`src/rtl/doze_pkg.sv`:
```
package doze_pkg;

  parameter int DZ_RATIO_W = 3;

  typedef enum logic [1:0] {
    PWR_RUN   = 2'd0,
    PWR_IDLE  = 2'd1,
    PWR_SLEEP = 2'd2
  } pwrState_e;

  // Strobes and levels handed from the control module to the datapath
  typedef struct packed {
    logic                  cntClear;
    logic                  dozeOn;
    logic [DZ_RATIO_W-1:0] ratioCode;
    logic                  running;
    logic                  periphOn;
    logic                  dbgForce;
  } dozeCmd_t;

endpackage

```
`src/rtl/doze_ctrl.sv`:
```
module doze_ctrl
  import doze_pkg::*;
#(
  parameter int DATA_W  = 8,
  parameter int RATIO_W = DZ_RATIO_W
) (
  input  logic              clk,
  input  logic              porRstN,
  input  logic              sysRstN,
  input  logic              busWe,
  input  logic [DATA_W-1:0] busWdata,
  output logic [DATA_W-1:0] busRdata,
  input  logic              isrEnter,
  input  logic              isrExit,
  input  logic              dbgActive,
  input  logic              sleepReq,
  input  logic              wakeIn,
  output dozeCmd_t          cmd
);

  localparam int IDLE_BIT  = DATA_W - 1;
  localparam int DOZE_BIT  = DATA_W - 2;
  localparam int ROI_BIT   = DATA_W - 3;
  localparam int DOE_BIT   = DATA_W - 4;
  localparam int SPARE_BIT = RATIO_W;

  logic               anyRstN;
  logic               idleEnQ;
  logic               dozeEnQ;
  logic               roiQ;
  logic               doeQ;
  logic [RATIO_W-1:0] ratioQ;
  logic               dozeEnNext;
  logic [RATIO_W-1:0] ratioNext;
  pwrState_e          stQ;
  pwrState_e          stNext;
  logic               unusedSpare;

  assign anyRstN     = porRstN & sysRstN;
  assign unusedSpare = busWdata[SPARE_BIT];

  // Doze enable: software write, then return, then entry (highest priority)
  always_comb begin
    dozeEnNext = dozeEnQ;
    if (busWe)              dozeEnNext = busWdata[DOZE_BIT];
    if (isrExit && doeQ)    dozeEnNext = 1'b1;
    if (isrEnter && roiQ)   dozeEnNext = 1'b0;
    ratioNext = busWe ? busWdata[RATIO_W-1:0] : ratioQ;
  end

  // Idle enable survives every reset except power-on
  always_ff @(posedge clk or negedge porRstN) begin
    if (!porRstN)   idleEnQ <= 1'b0;
    else if (busWe) idleEnQ <= busWdata[IDLE_BIT];
  end

  always_ff @(posedge clk or negedge anyRstN) begin
    if (!anyRstN) begin
      dozeEnQ <= 1'b0;
      roiQ    <= 1'b0;
      doeQ    <= 1'b0;
      ratioQ  <= '0;
    end else begin
      dozeEnQ <= dozeEnNext;
      ratioQ  <= ratioNext;
      if (busWe) begin
        roiQ <= busWdata[ROI_BIT];
        doeQ <= busWdata[DOE_BIT];
      end
    end
  end

  always_comb begin
    stNext = stQ;
    case (stQ)
      PWR_RUN:   if (sleepReq) stNext = idleEnQ ? PWR_IDLE : PWR_SLEEP;
      PWR_IDLE,
      PWR_SLEEP: if (wakeIn)   stNext = PWR_RUN;
      default:                 stNext = PWR_RUN;
    endcase
  end

  always_ff @(posedge clk or negedge anyRstN) begin
    if (!anyRstN) stQ <= PWR_RUN;
    else          stQ <= stNext;
  end

  always_comb begin
    busRdata           = '0;
    busRdata[IDLE_BIT] = idleEnQ;
    busRdata[DOZE_BIT] = dozeEnQ;
    busRdata[ROI_BIT]  = roiQ;
    busRdata[DOE_BIT]  = doeQ;
    busRdata[RATIO_W-1:0] = ratioQ;
  end

  always_comb begin
    cmd.cntClear  = (dozeEnNext != dozeEnQ) || (ratioNext != ratioQ);
    cmd.dozeOn    = dozeEnQ;
    cmd.ratioCode = ratioQ;
    cmd.running   = (stQ == PWR_RUN);
    cmd.periphOn  = (stQ != PWR_SLEEP);
    cmd.dbgForce  = dbgActive;
  end

endmodule

```
`src/rtl/doze_datapath.sv`:
```
module doze_datapath
  import doze_pkg::*;
#(
  parameter int RATIO_W = DZ_RATIO_W,
  parameter int CNT_W   = 2 ** RATIO_W
) (
  input  logic     clk,
  input  logic     porRstN,
  input  logic     sysRstN,
  input  dozeCmd_t cmd,
  output logic     cpuEn,
  output logic     periphEn
);

  localparam logic [CNT_W-1:0] CNT_ONE = {{(CNT_W-1){1'b0}}, 1'b1};

  logic             anyRstN;
  logic [CNT_W-1:0] cntQ;
  logic [CNT_W-1:0] wrapMask;

  assign anyRstN = porRstN & sysRstN;

  // Period 2^(code+1): mask holds ones in bits 0..code
  always_comb begin
    for (int i = 0; i < CNT_W; i++) begin
      wrapMask[i] = (i <= int'(cmd.ratioCode));
    end
  end

  always_ff @(posedge clk or negedge anyRstN) begin
    if (!anyRstN)             cntQ <= '0;
    else if (cmd.cntClear)    cntQ <= '0;
    else if (cmd.running) begin
      if (cntQ == wrapMask)   cntQ <= '0;
      else                    cntQ <= cntQ + CNT_ONE;
    end
  end

  assign cpuEn    = cmd.running && (cmd.dbgForce || !cmd.dozeOn || (cntQ == '0));
  assign periphEn = cmd.periphOn;

endmodule

```
`src/rtl/cpu_doze_ctrl.sv`:
```
module cpu_doze_ctrl
  import doze_pkg::*;
#(
  parameter int DATA_W  = 8,
  parameter int RATIO_W = DZ_RATIO_W
) (
  input  logic              clk,
  input  logic              porRstN,
  input  logic              sysRstN,
  input  logic              busWe,
  input  logic [DATA_W-1:0] busWdata,
  output logic [DATA_W-1:0] busRdata,
  input  logic              isrEnter,
  input  logic              isrExit,
  input  logic              dbgActive,
  input  logic              sleepReq,
  input  logic              wakeIn,
  output logic              cpuEn,
  output logic              periphEn
);

  dozeCmd_t cmd;

  doze_ctrl #(.DATA_W(DATA_W), .RATIO_W(RATIO_W)) u_ctrl (
    .clk(clk), .porRstN(porRstN), .sysRstN(sysRstN),
    .busWe(busWe), .busWdata(busWdata), .busRdata(busRdata),
    .isrEnter(isrEnter), .isrExit(isrExit), .dbgActive(dbgActive),
    .sleepReq(sleepReq), .wakeIn(wakeIn), .cmd(cmd)
  );

  doze_datapath #(.RATIO_W(RATIO_W)) u_dp (
    .clk(clk), .porRstN(porRstN), .sysRstN(sysRstN),
    .cmd(cmd), .cpuEn(cpuEn), .periphEn(periphEn)
  );

endmodule

```
`config.mk`:
```
export PLATFORM = sky130hd
export DESIGN_NAME = cpu_doze_ctrl
export DESIGN_NICKNAME = d
export VERILOG_FILES = /design/src/rtl/doze_pkg.sv /design/src/rtl/doze_ctrl.sv /design/src/rtl/doze_datapath.sv /design/src/rtl/cpu_doze_ctrl.sv
export SDC_FILE = /design/constraint.sdc
export NUM_CORES = 1
export LEC_CHECK = 0
export CAP_MARGIN = 15
export CORE_ASPECT_RATIO = 1.1
export CORE_UTILIZATION = 48
export DETAILED_ROUTE_END_ITERATION = 8
export PLACE_DENSITY = 0.86
export SETUP_SLACK_MARGIN = 0.02
export SLEW_MARGIN = 20
export SYNTH_ARGS = -nofsm -noshare
export SYNTH_HDL_FRONTEND = slang
export SYNTH_SLANG_ARGS = --single-unit
```
`constraint.sdc`:
```
create_clock -name clk -period 2.4 [get_ports clk]
set_clock_uncertainty 0.1 [all_clocks]
set_input_delay 0.48 -clock clk [delete_from_list [all_inputs] [get_ports clk]]
set_output_delay 0.48 -clock clk [all_outputs]
set_load 0.01 [all_outputs]
```
==> flow_summary.json <==
{
  "status": "completed",
  "drive_above_1_share_pct": 15.0,
  "r2r.worst_path.cells": 6,
  "finalSetupTns_ns": 0,
  "pwr-share-seq_pct": 40.0,
  "pwr-share-comb_pct": 43.1,
  "utilization_pct": 66.8,
  "drtIter0Drc": 5,
  "max_stage_delay_ns": 0.46,
  "tightest_slew_ns": 0.547,
  "syn-num-nets": 144,
  "cts_htree_levels": 1,
  "firstDrtPassIters": 4,
  "grt_max_degree": 17,
  "worst_path_max_delay_cell": "dfrtp_2",
  "power.switching_w": 0.000326,
  "cp_max_fo": 7,
  "antenna_found_initial": 0,
  "yosys_warnings": 0,
  "num_io_pins": 27,
  "grt_pass1_vias": 973,
  "fmax_mhz": 450,
  "mostFrequentLayoutCell": "clkdlybuf4s50_1",
  "wl_per_cell_um": 12.9,
  "cellInternalPower_w": 0.000577,
  "r2r-end": "u_dp.cntQ[4]$_DFFE_PN0P_",
  "drt_wl_total_mm": 2.26,
  "drv_cap": 0,
  "grt_pass1_wl_mm": 3.96,
  "ff2ff_setup_slack_ns": 0.23,
  "fp-row-count": 17,
  "post_synth.cell_area_avg_um2": 9.08,
  "crit_path_end_kind": "primary output",
  "cts_made_buffers": 3,
  "report.final.slew_viol_count": 0,
  "cp-start-kind": "flip-flop",
  "dpl.hpwl_mm": 1.83,
  "ir_drop_v": 0.000547,
  "vias_per_cell": 5.49,
  "power_per_cell_area_nw_per_um2": 642,
  "nNetsFinal": 169,
  "clkTransAtPathRegs_ns": 0.10,
  "cts_hold_buf": 0,
  "n_antenna_cell": 0,
  "die_h_um": 52.6,
  "synth_top_cell_by_area": "dfrtp_1",
  "place_congestion": 0.900,
  "p_sw_share_pct": 36.0,
  "grt.overflow.total": 0,
  "crit_end": "cpuEn",
  "syn_area_um2": 1120,
  "via_count": 961,
  "syn_inst": 123,
  "startpoint": "u_dp.cntQ[3]$_DFFE_PN0P_",
  "synth_top_area_share_pct": 38.1,
  "drtAntennaViolNets": 0,
  "r2r-start": "u_ctrl.ratioQ[0]$_DFF_PN0_",
  "hp-class": "input port to async pin",
  "p_leak_nw": 0.602,
  "cts_sinks": 17,
  "nFillCells": 173,
  "die_area_um2": 2520,
  "path_cells": "nor4_1 > nand3_1 > a31oi_1 > dlygate4sd2_1",
  "syn2layout_area_growth_pct": 26.0,
  "fp.coreArea_um2": 2110,
  "rsz0062_at_grt": "no",
  "finalSetupViolCount": 0,
  "path_class": "flip-flop to primary output",
  "grt_usage_pct": 22.5,
  "cts_tree": "yes",
  "portBuffers": 24,
  "hold_viol": 0,
  "final_cell_mix": "23 x clkdlybuf4s50_1, 16 x dfrtp_1, 12 x nand2_1",
  "synth-seq-cells": 17,
  "slew_headroom_pct": 63.2,
  "ys_types": 39,
  "yosysSeqAreaShare_pct": 38.1,
  "arrival_ns": 1.64,
  "synth_area_leaders": "dfrtp_1 38%, mux2_2 6.0%, xor2_1 4.7%",
  "clock_latency_ns": 0.29,
  "die_w_um": 48,
  "post-route-period-util_pct": 92.5,
  "period_minus_slack_ns": 2.22,
  "cts-root-buf": "clkbuf_4",
  "cp.required_ns": 1.82,
  "drc": 0,
  "start_util_pct": 53.1,
  "clockPowerShare_pct": 16.9,
  "clk_path_buf_depth": 2
}
## power by group through the flow
stage	sequential [W]	clock (W)	combinational, W
global placement	0.000365	0	0.000384
finish	0.000362	0.000152	0.000389
global route	0.000366	0.000171	0.000442
floorplan	0.000360	0	0.000255
detailed placement	0.000367	0	0.000401
CTS	0.000361	0.000157	0.000394
## critical path: cells and delay by family, from the launching register on
kind	cells	cell delay [ns]
buffers and inverters	1	0.29
AND/OR/NAND/NOR	2	0.42
flip-flops	1	0.46
AO/OA/AOI/OAI	1	0.17
## state kept, by name (all words and copies together) (netlist names)
register / cells
u_ctrl.doeQ: 1
u_ctrl.dozeEnQ: 1
u_ctrl.idleEnQ: 1
u_ctrl.ratioQ: 3
u_ctrl.roiQ: 1
u_ctrl.stQ: 2
u_dp.cntQ: 8
## metrics by stage
step / instance area (um^2) / hold WS, ns / total power (W) / cells / worst slack, ns
after global placement: 1380 / 0.416 / 0.000749 / 171 / 0.150
after global routing: 1410 / 0.212 / 0.000978 / 175 / 0.0597
after detailed placement: 1380 / 0.431 / 0.000767 / 171 / 0.137
final: 1410 / 0.227 / 0.000903 / 175 / 0.179
after CTS: 1410 / 0.221 / 0.000913 / 175 / 0.166
after floorplan: 1120 / 0.0844 / 0.000615 / 123 / 0.478
## cell usage after synthesis, drive strengths merged
master  instances
a211o           1
a211oi          1
a21o            2
a21oi           7
a22oi           1
a31o            1
a31oi           2
and2            1
and3            1
buf             9
clkbuf          2
conb            1
dfrtp          17
ha              4
inv             8
mux2            6
mux2i           1
nand2          12
nand2b          4
nand3           3
nand3b          2
nand4           3
nor2            4
nor2b           1
nor3            3
nor4            3
o211ai          1
o21a            1
o21ai           5
o22ai           1
o31ai           1
o32ai           1
or3             4
xnor2           3
xor2            6
## cells by family after synthesis
group,Yosys count,synth area share (%)
AND/OR/NAND/NOR,41,19.9
AO/OA/AOI/OAI,25,14.7
buffers and inverters,19,8.51
flip-flops,17,38.1
XOR/XNOR,9,7.06
multiplexers,7,6.94
adder cells (fa/ha/maj),4,4.48
other,1,0.336
## metal layers
layer / GRT usage (%) / vias up / routed length (um)
li1: - / 468 / -
met1: 25.7 / 464 / 984
met2: 39.6 / 25 / 1160
met3: 4.83 / 4 / 83
met4: 7.87 / 0 / 27
met5: 0 / - / 0
## what timing repair did
item                                   CTS  global route
buffers inserted                         0             0
endpoints found under the hold margin    0             0
setup endpoints to repair                1             0
resized for setup                        2             0
## layout make-up
class	count	area, um^2	area share (%)
repair buffers	31	292	20.7
well taps	28	35.0	2.49
flip-flops and latches	17	427	30.3
clock buffers	3	22.5	1.60
clock inverters	1	5.00	0.356
inverters	8	30.0	2.13
multi-input cells	87	597	42.4
## how the worst min path moves through the flow
stage	endpoint	depth (start not counted)	start
final	u_ctrl.idleEnQ$_DFFE_PN0P_	1	porRstN
after global placement	u_ctrl.doeQ$_DFFE_PN0P_	1	u_ctrl.doeQ$_DFFE_PN0P_
after global routing	u_ctrl.idleEnQ$_DFFE_PN0P_	1	porRstN
after floorplan	u_ctrl.idleEnQ$_DFFE_PN0P_	0	porRstN
after detailed placement	u_ctrl.roiQ$_DFFE_PN0P_	1	u_ctrl.roiQ$_DFFE_PN0P_
after CTS	u_ctrl.idleEnQ$_DFFE_PN0P_	1	porRstN
Note: power is estimated with default switching activity, not from simulation.
